[src/rtl/ech_pkg.sv]
package ech_pkg;
  // Number of cause groups and their slot numbers
  localparam int NUM_GRP  = 3;
  localparam int GRP_TX   = 0;
  localparam int GRP_RX   = 1;
  localparam int GRP_MISC = 2;

  // Address split: slot field above, register offset below
  localparam int OFS_W  = 3;
  localparam int SLOT_W = 2;
  localparam int ADDR_W = SLOT_W + OFS_W;

  localparam logic [SLOT_W-1:0] SLOT_SUMMARY = 2'd3;

  // Register offsets inside a group slot
  localparam logic [OFS_W-1:0] OFS_CAUSE  = 3'd0;
  localparam logic [OFS_W-1:0] OFS_MSET   = 3'd1;
  localparam logic [OFS_W-1:0] OFS_MCLR   = 3'd2;
  localparam logic [OFS_W-1:0] OFS_MVAL   = 3'd3;
  localparam logic [OFS_W-1:0] OFS_MCAUSE = 3'd4;
  localparam logic [OFS_W-1:0] OFS_MODE   = 3'd5;

  // Register offsets inside the summary slot
  localparam logic [OFS_W-1:0] OFS_SUMM   = 3'd0;
  localparam logic [OFS_W-1:0] OFS_SMASK  = 3'd1;
endpackage

[src/rtl/ech_group.sv]
module ech_group
  import ech_pkg::*;
#(
  parameter int DW = 32
) (
  input  logic             clk,
  input  logic             rst,
  input  logic [DW-1:0]    ev_i,
  input  logic             sel_i,
  input  logic             wr_i,
  input  logic             rd_i,
  input  logic [OFS_W-1:0] ofs_i,
  input  logic [DW-1:0]    wdata_i,
  output logic [DW-1:0]    rdata_o,
  output logic [DW-1:0]    cause_o,
  output logic [DW-1:0]    mask_o,
  output logic             active_o
);
  logic [DW-1:0] cause_q;
  logic [DW-1:0] mask_q;
  logic          cor_q;    // 1: clear-on-read, 0: write-one-to-clear
  logic [DW-1:0] clr;
  logic          wr_hit;
  logic          rd_hit;

  assign wr_hit = sel_i & wr_i;
  assign rd_hit = sel_i & rd_i;

  // Acknowledge vector: the source depends on the clear mode
  always_comb begin
    clr = '0;
    if (ofs_i == OFS_CAUSE) begin
      if (!cor_q && wr_hit) clr = wdata_i;
      if (cor_q && rd_hit)  clr = '1;
    end
  end

  always_ff @(posedge clk) begin
    if (rst) begin
      cause_q <= '0;
      mask_q  <= '1;
      cor_q   <= 1'b0;
    end else begin
      // New events win over a simultaneous acknowledge
      cause_q <= (cause_q & ~clr) | ev_i;
      if (wr_hit && ofs_i == OFS_MSET)
        mask_q <= mask_q | wdata_i;
      else if (wr_hit && ofs_i == OFS_MCLR)
        mask_q <= mask_q & ~wdata_i;
      if (wr_hit && ofs_i == OFS_MODE)
        cor_q <= &wdata_i;
    end
  end

  always_comb begin
    case (ofs_i)
      OFS_CAUSE:  rdata_o = cause_q;
      OFS_MVAL:   rdata_o = mask_q;
      OFS_MCAUSE: rdata_o = cause_q & ~mask_q;
      OFS_MODE:   rdata_o = {DW{cor_q}};
      default:    rdata_o = '0;
    endcase
  end

  assign cause_o  = cause_q;
  assign mask_o   = mask_q;
  assign active_o = |(cause_q & ~mask_q);
endmodule

[src/rtl/ech_summary.sv]
module ech_summary
  import ech_pkg::*;
#(
  parameter int DW = 32,
  parameter int NG = 3
) (
  input  logic             clk,
  input  logic             rst,
  input  logic [NG-1:0]    active_i,
  input  logic             sel_i,
  input  logic             wr_i,
  input  logic             rd_i,
  input  logic [OFS_W-1:0] ofs_i,
  input  logic [NG-1:0]    wdata_i,
  output logic [DW-1:0]    rdata_o,
  output logic [NG-1:0]    summ_o,
  output logic [NG-1:0]    smask_o,
  output logic             irq_o
);
  logic [NG-1:0] summ_q;
  logic [NG-1:0] smask_q;
  logic          irq_q;
  logic          rd_clr;

  assign rd_clr = sel_i & rd_i & (ofs_i == OFS_SUMM);

  always_ff @(posedge clk) begin
    if (rst) begin
      summ_q  <= '0;
      smask_q <= '1;
      irq_q   <= 1'b0;
    end else begin
      // A read clears the summary, but a live group sets its bit again
      summ_q <= (rd_clr ? '0 : summ_q) | active_i;
      if (sel_i && wr_i && ofs_i == OFS_SMASK)
        smask_q <= wdata_i;
      irq_q <= |(summ_q & ~smask_q);
    end
  end

  always_comb begin
    rdata_o = '0;
    if (ofs_i == OFS_SUMM)
      rdata_o[NG-1:0] = summ_q;
    else if (ofs_i == OFS_SMASK)
      rdata_o[NG-1:0] = smask_q;
  end

  assign summ_o  = summ_q;
  assign smask_o = smask_q;
  assign irq_o   = irq_q;
endmodule

[src/rtl/evt_cause_hub.sv]
module evt_cause_hub
  import ech_pkg::*;
#(
  parameter int DW = 32
) (
  input  logic              clk,
  input  logic              rst,
  input  logic [DW-1:0]     ev_tx_i,
  input  logic [DW-1:0]     ev_rx_i,
  input  logic [DW-1:0]     ev_misc_i,
  input  logic              reg_wr_i,
  input  logic              reg_rd_i,
  input  logic [ADDR_W-1:0] reg_addr_i,
  input  logic [DW-1:0]     reg_wdata_i,
  output logic [DW-1:0]     reg_rdata_o,
  output logic              reg_rvalid_o,
  output logic              irq_o
);
  localparam int NG = NUM_GRP;

  logic [SLOT_W-1:0]       slot;
  logic [OFS_W-1:0]        ofs;
  logic [NG-1:0][DW-1:0]   ev_all;
  logic [NG-1:0][DW-1:0]   grp_rdata;
  logic [NG-1:0][DW-1:0]   cause_all;
  logic [NG-1:0][DW-1:0]   mask_all;
  logic [NG-1:0]           active;
  logic [NG-1:0]           summ;
  logic [NG-1:0]           smask;
  logic [DW-1:0]           sum_rdata;
  logic [DW-1:0]           rd_mux;
  logic [DW-1:0]           rdata_q;
  logic                    rvalid_q;

  assign slot = reg_addr_i[ADDR_W-1:OFS_W];
  assign ofs  = reg_addr_i[OFS_W-1:0];

  assign ev_all[GRP_TX]   = ev_tx_i;
  assign ev_all[GRP_RX]   = ev_rx_i;
  assign ev_all[GRP_MISC] = ev_misc_i;

  for (genvar g = 0; g < NG; g++) begin : g_grp
    ech_group #(.DW(DW)) u_grp (
      .clk      (clk),
      .rst      (rst),
      .ev_i     (ev_all[g]),
      .sel_i    (slot == SLOT_W'(g)),
      .wr_i     (reg_wr_i),
      .rd_i     (reg_rd_i),
      .ofs_i    (ofs),
      .wdata_i  (reg_wdata_i),
      .rdata_o  (grp_rdata[g]),
      .cause_o  (cause_all[g]),
      .mask_o   (mask_all[g]),
      .active_o (active[g])
    );
  end

  ech_summary #(.DW(DW), .NG(NG)) u_sum (
    .clk      (clk),
    .rst      (rst),
    .active_i (active),
    .sel_i    (slot == SLOT_SUMMARY),
    .wr_i     (reg_wr_i),
    .rd_i     (reg_rd_i),
    .ofs_i    (ofs),
    .wdata_i  (reg_wdata_i[NG-1:0]),
    .rdata_o  (sum_rdata),
    .summ_o   (summ),
    .smask_o  (smask),
    .irq_o    (irq_o)
  );

  // Read mux over the slots; the result is registered
  always_comb begin
    rd_mux = '0;
    if (slot == SLOT_SUMMARY) rd_mux = sum_rdata;
    for (int g = 0; g < NG; g++)
      if (slot == SLOT_W'(g)) rd_mux = grp_rdata[g];
  end

  always_ff @(posedge clk) begin
    if (rst) begin
      rdata_q  <= '0;
      rvalid_q <= 1'b0;
    end else begin
      rdata_q  <= reg_rd_i ? rd_mux : '0;
      rvalid_q <= reg_rd_i;
    end
  end

  assign reg_rdata_o  = rdata_q;
  assign reg_rvalid_o = rvalid_q;
endmodule

[config.mk]
export PLATFORM = sky130hd
export DESIGN_NAME = evt_cause_hub
export DESIGN_NICKNAME = d
export VERILOG_FILES = /design/src/rtl/ech_pkg.sv /design/src/rtl/ech_group.sv /design/src/rtl/ech_summary.sv /design/src/rtl/evt_cause_hub.sv
export SDC_FILE = /design/constraint.sdc
export NUM_CORES = 1
export LEC_CHECK = 0
export ABC_AREA = 1
export BUFFER_PORTS_ARGS = -buffer_cell sky130_fd_sc_hd__buf_2
export CORE_AREA = 2 2 150 152
export CTS_CLUSTER_DIAMETER = 150
export DETAILED_ROUTE_END_ITERATION = 7
export DIE_AREA = 0 0 152 154
export PLACE_DENSITY_LB_ADDON = 0.1
export SYNTH_ARGS = -nofsm -noshare
export SYNTH_HDL_FRONTEND = slang
export SYNTH_SLANG_ARGS = --single-unit
[constraint.sdc]
create_clock -name clk -period 1.4 [get_ports clk]
set_input_delay 0.14 -clock clk [delete_from_list [all_inputs] [get_ports clk]]
set_output_delay 0.14 -clock clk [all_outputs]
set_load 0.03 [all_outputs]
==> impl_metrics.ini <==
[synthesis]
synth_cells = 1902
avgSynthCellArea_um2 = 6.56
ys_ff_latch = 235
syn_nets = 2039
syn_area_um2 = 12500
ys_seq_area_frac = 0.377
ys_types = 32
ys_warn_count = 0

[placed_design]
detailed_place_hpwl_um = 32400
placedCellCount = 2394
port-buffer-count = 170
placed_cell_area_um2 = 14600
gp_congestion = 0.964

[die]
rows = 54
start_util = 0.576
die_w_um = 152
coreArea_um2 = 21700
fp.dieH_um = 154
io-pin-count = 171
dieArea_um2 = 23400

[worst_setup_path]
worst_setup_path_end_kind = register
start_kind = input port
critPathArrivalTime_ns = 1.79
critPathMaxFanout = 192
worstSetupPathType = input port to register
r2r_slack_ns = 0
reg2reg_depth = 7
crit_path_end = g_grp[0].u_grp.cause_o[5]$_SDFF_PP0_
startpoint = rst
cp.required_ns = 1.78
r2r-end = u_sum.summ_o[2]$_SDFF_PP0_

[power]
powerDensity_nw_per_um2 = 1040
leakagePower_nw = 7.92
p_total_mw = 17.8
ir_drop_v = 0.00101

[clock_tree]
ctsHtreeMaxLevel = 1
cts_buffer_depth = 3
cts_setup_buffers = 0
cts.sinks = 235
path_clk_slew_ns = 0.06
tritoncts = done
worstSkewPairLatency_ns = 0.54
cts_buffers = 26
cts_root_buf = clkbuf_16

[worst_hold_path]
hold_class = input port to register

[global_route]
grt_pass1_wl_um = 77800
grt_use_total = 0.413
first_global_vias = 14800
use_met2 = 0.684
grt_util_met3 = 0.0879
grt_max_degree = 193
grt_overflow = 0
grt.met1_usage = 0.521
antenna_found_initial = 1
top_usage_layer = met2

[finish]
final_layout_size_suffix_gt1_frac = 0.203
synthToLayoutAreaGrowth_pct = 37.1
final_area_um2 = 17100
instances_no_fill = 2572
n_fill_cell = 1596
final_nets = 2409

[route]
routed_wl_um = 51000
vias = 15300
drt_iter0_drc = 1841
ant_nets = 0
route.detailed.drc = 0
drtPass1Iterations = 7
routedWlPerCell_um = 19.8
via_per_inst = 5.95

[job]
drv_cap = 0

[timing]
fmax_ghz = 0.708
final_hold_viol_count = 0
finalSetupViolations = 2
maxSlewHeadroom = 0.320
grt_setup_unrepaired = true
holdWs_ns = 0.162
setup_slack_ns = -0.0115
min_period_ns = 1.41
slew_viol_final = 0
finalCritPeriodShare = 1.01
fin_worst_skew_ns = 0.00968
worstMarginPinSlew_ns = 1.02

[run_status]
status = complete, but fails checks
violations = negative setup slack
per-stage QoR:
stage	setup TNS [ns]	utilization	setup slack (ns)
2_1_floorplan	0	-	0.135
3_3_place_gp	-7.93	0.672	-0.140
3_5_place_dp	-8.05	0.672	-0.141
4_1_cts	0	0.779	0.00544
5_1_grt	-0.107	0.789	-0.0576
6_report	-0.0156	0.789	-0.0115
cell families (layout without fill, tap and decap cells):
family | after synthesis | after routing | share of synthesized area
compound gates | 559 | 559 | 0.236
flops | 235 | 235 | 0.377
simple gates | 818 | 818 | 0.277
other cells | 0 | 1 | 0
buf+inv | 290 | 679 | 0.110
worst min-delay path by stage:
stage	start	to	slack [ns]	cells after the start
after global routing	reg_wdata_i[30]	register	0.15	5
final	reg_wdata_i[30]	register	0.16	5
after detailed placement	ev_tx_i[17]	g_grp[0].u_grp.cause_o[17]$_SDFF_PP0_	0.35	3
after global placement	ev_misc_i[5]	g_grp[2].u_grp.cause_o[5]$_SDFF_PP0_	0.34	3
after floorplan	reg_wdata_i[29]	register	0.26	2
after CTS	reg_wdata_i[30]	register	0.11	5
power by group:
| group | total, mW | switching (mW) | leakage [nW] | internal, mW |
|---|---|---|---|---|
| clock | 8.02 | 2.92 | 0.491 | 5.11 |
| combinational | 2.58 | 1.47 | 5.49 | 1.10 |
| sequential | 7.18 | 0.218 | 1.93 | 6.96 |
| total | 17.8 | 4.61 | 7.92 | 13.2 |
cells in the final DEF (no fill, tap or decap), drive strengths merged:
cell,instances
nor2,193
dfxtp,235
a211oi,1
o21ai,292
o22ai,1
inv,176
buf,326
o211ai,42
nor3,27
o221ai,1
dlygate4sd3,130
a21oi,221
bufinv,7
o21bai,1
nand4,43
or2,4
diode,1
clkinv,3
nand2,489
clkbuf,37
nand3,62
cell usage after synthesis:
cell type,instances,area (um2)
o21ai_1,183,916
nand3_2,3,30.0
o21ai_0,99,495
a21oi_1,221,1110
inv_4,3,18.8
nor2_1,185,694
o22ai_1,1,6.26
nand3_1,57,285
nor2_4,7,78.8
buf_4,21,158
or2_2,4,25.0
nor2_2,1,6.26
nand2_2,8,50.1
o21ai_2,10,87.6
inv_1,166,623
inv_6,1,8.76
o211ai_1,42,315
nor3_1,26,130
nand2_4,5,56.3
buf_2,35,175
nand3_4,2,35.0
a211oi_1,1,7.51
o221ai_1,1,8.76
buf_1,3,11.3
buf_6,20,225
o21bai_1,1,7.51
nor3_2,1,10.0
clkbuf_1,35,131
nand2_1,476,1790
nand4_1,43,269
inv_2,6,22.5
dfxtp_1,235,4700
critical path, cell delays in order:
cell and delay (ns):
dlygate4sd3_1 0.57, buf_6 0.12, buf_12 0.56, nor2_1 0.14
timing repair:
action,in CTS,in global routing
endpoints found under the setup margin,5,64
hold buffers,130,0
resized for setup,5,63
pin swaps,0,6
hold endpoints to repair,195,0
layer usage:
| layer | part of all wire | vias up |
|---|---|---|
| met3 | 0.12 | 237 |
| met4 | 0.049 | 0 |
| met5 | 0 | - |
| li1 | - | 7007 |
| met1 | 0.37 | 6939 |
| met2 | 0.46 | 1120 |
cell type report:
| type | count | area (um2) | area share |
|---|---|---|---|
| Antenna cell | 1 | 2.50 | 0.000146 |
| Clock buffer | 37 | 773 | 0.0452 |
| Clock inverter | 10 | 225 | 0.0132 |
| Inverter | 176 | 673 | 0.0393 |
| Multi-Input combinational cell | 1377 | 6600 | 0.385 |
| Sequential cell | 235 | 4710 | 0.275 |
| Tap cell | 280 | 350 | 0.0205 |
| Timing Repair Buffer | 456 | 3780 | 0.221 |
Power figures use the tool's default switching activity.
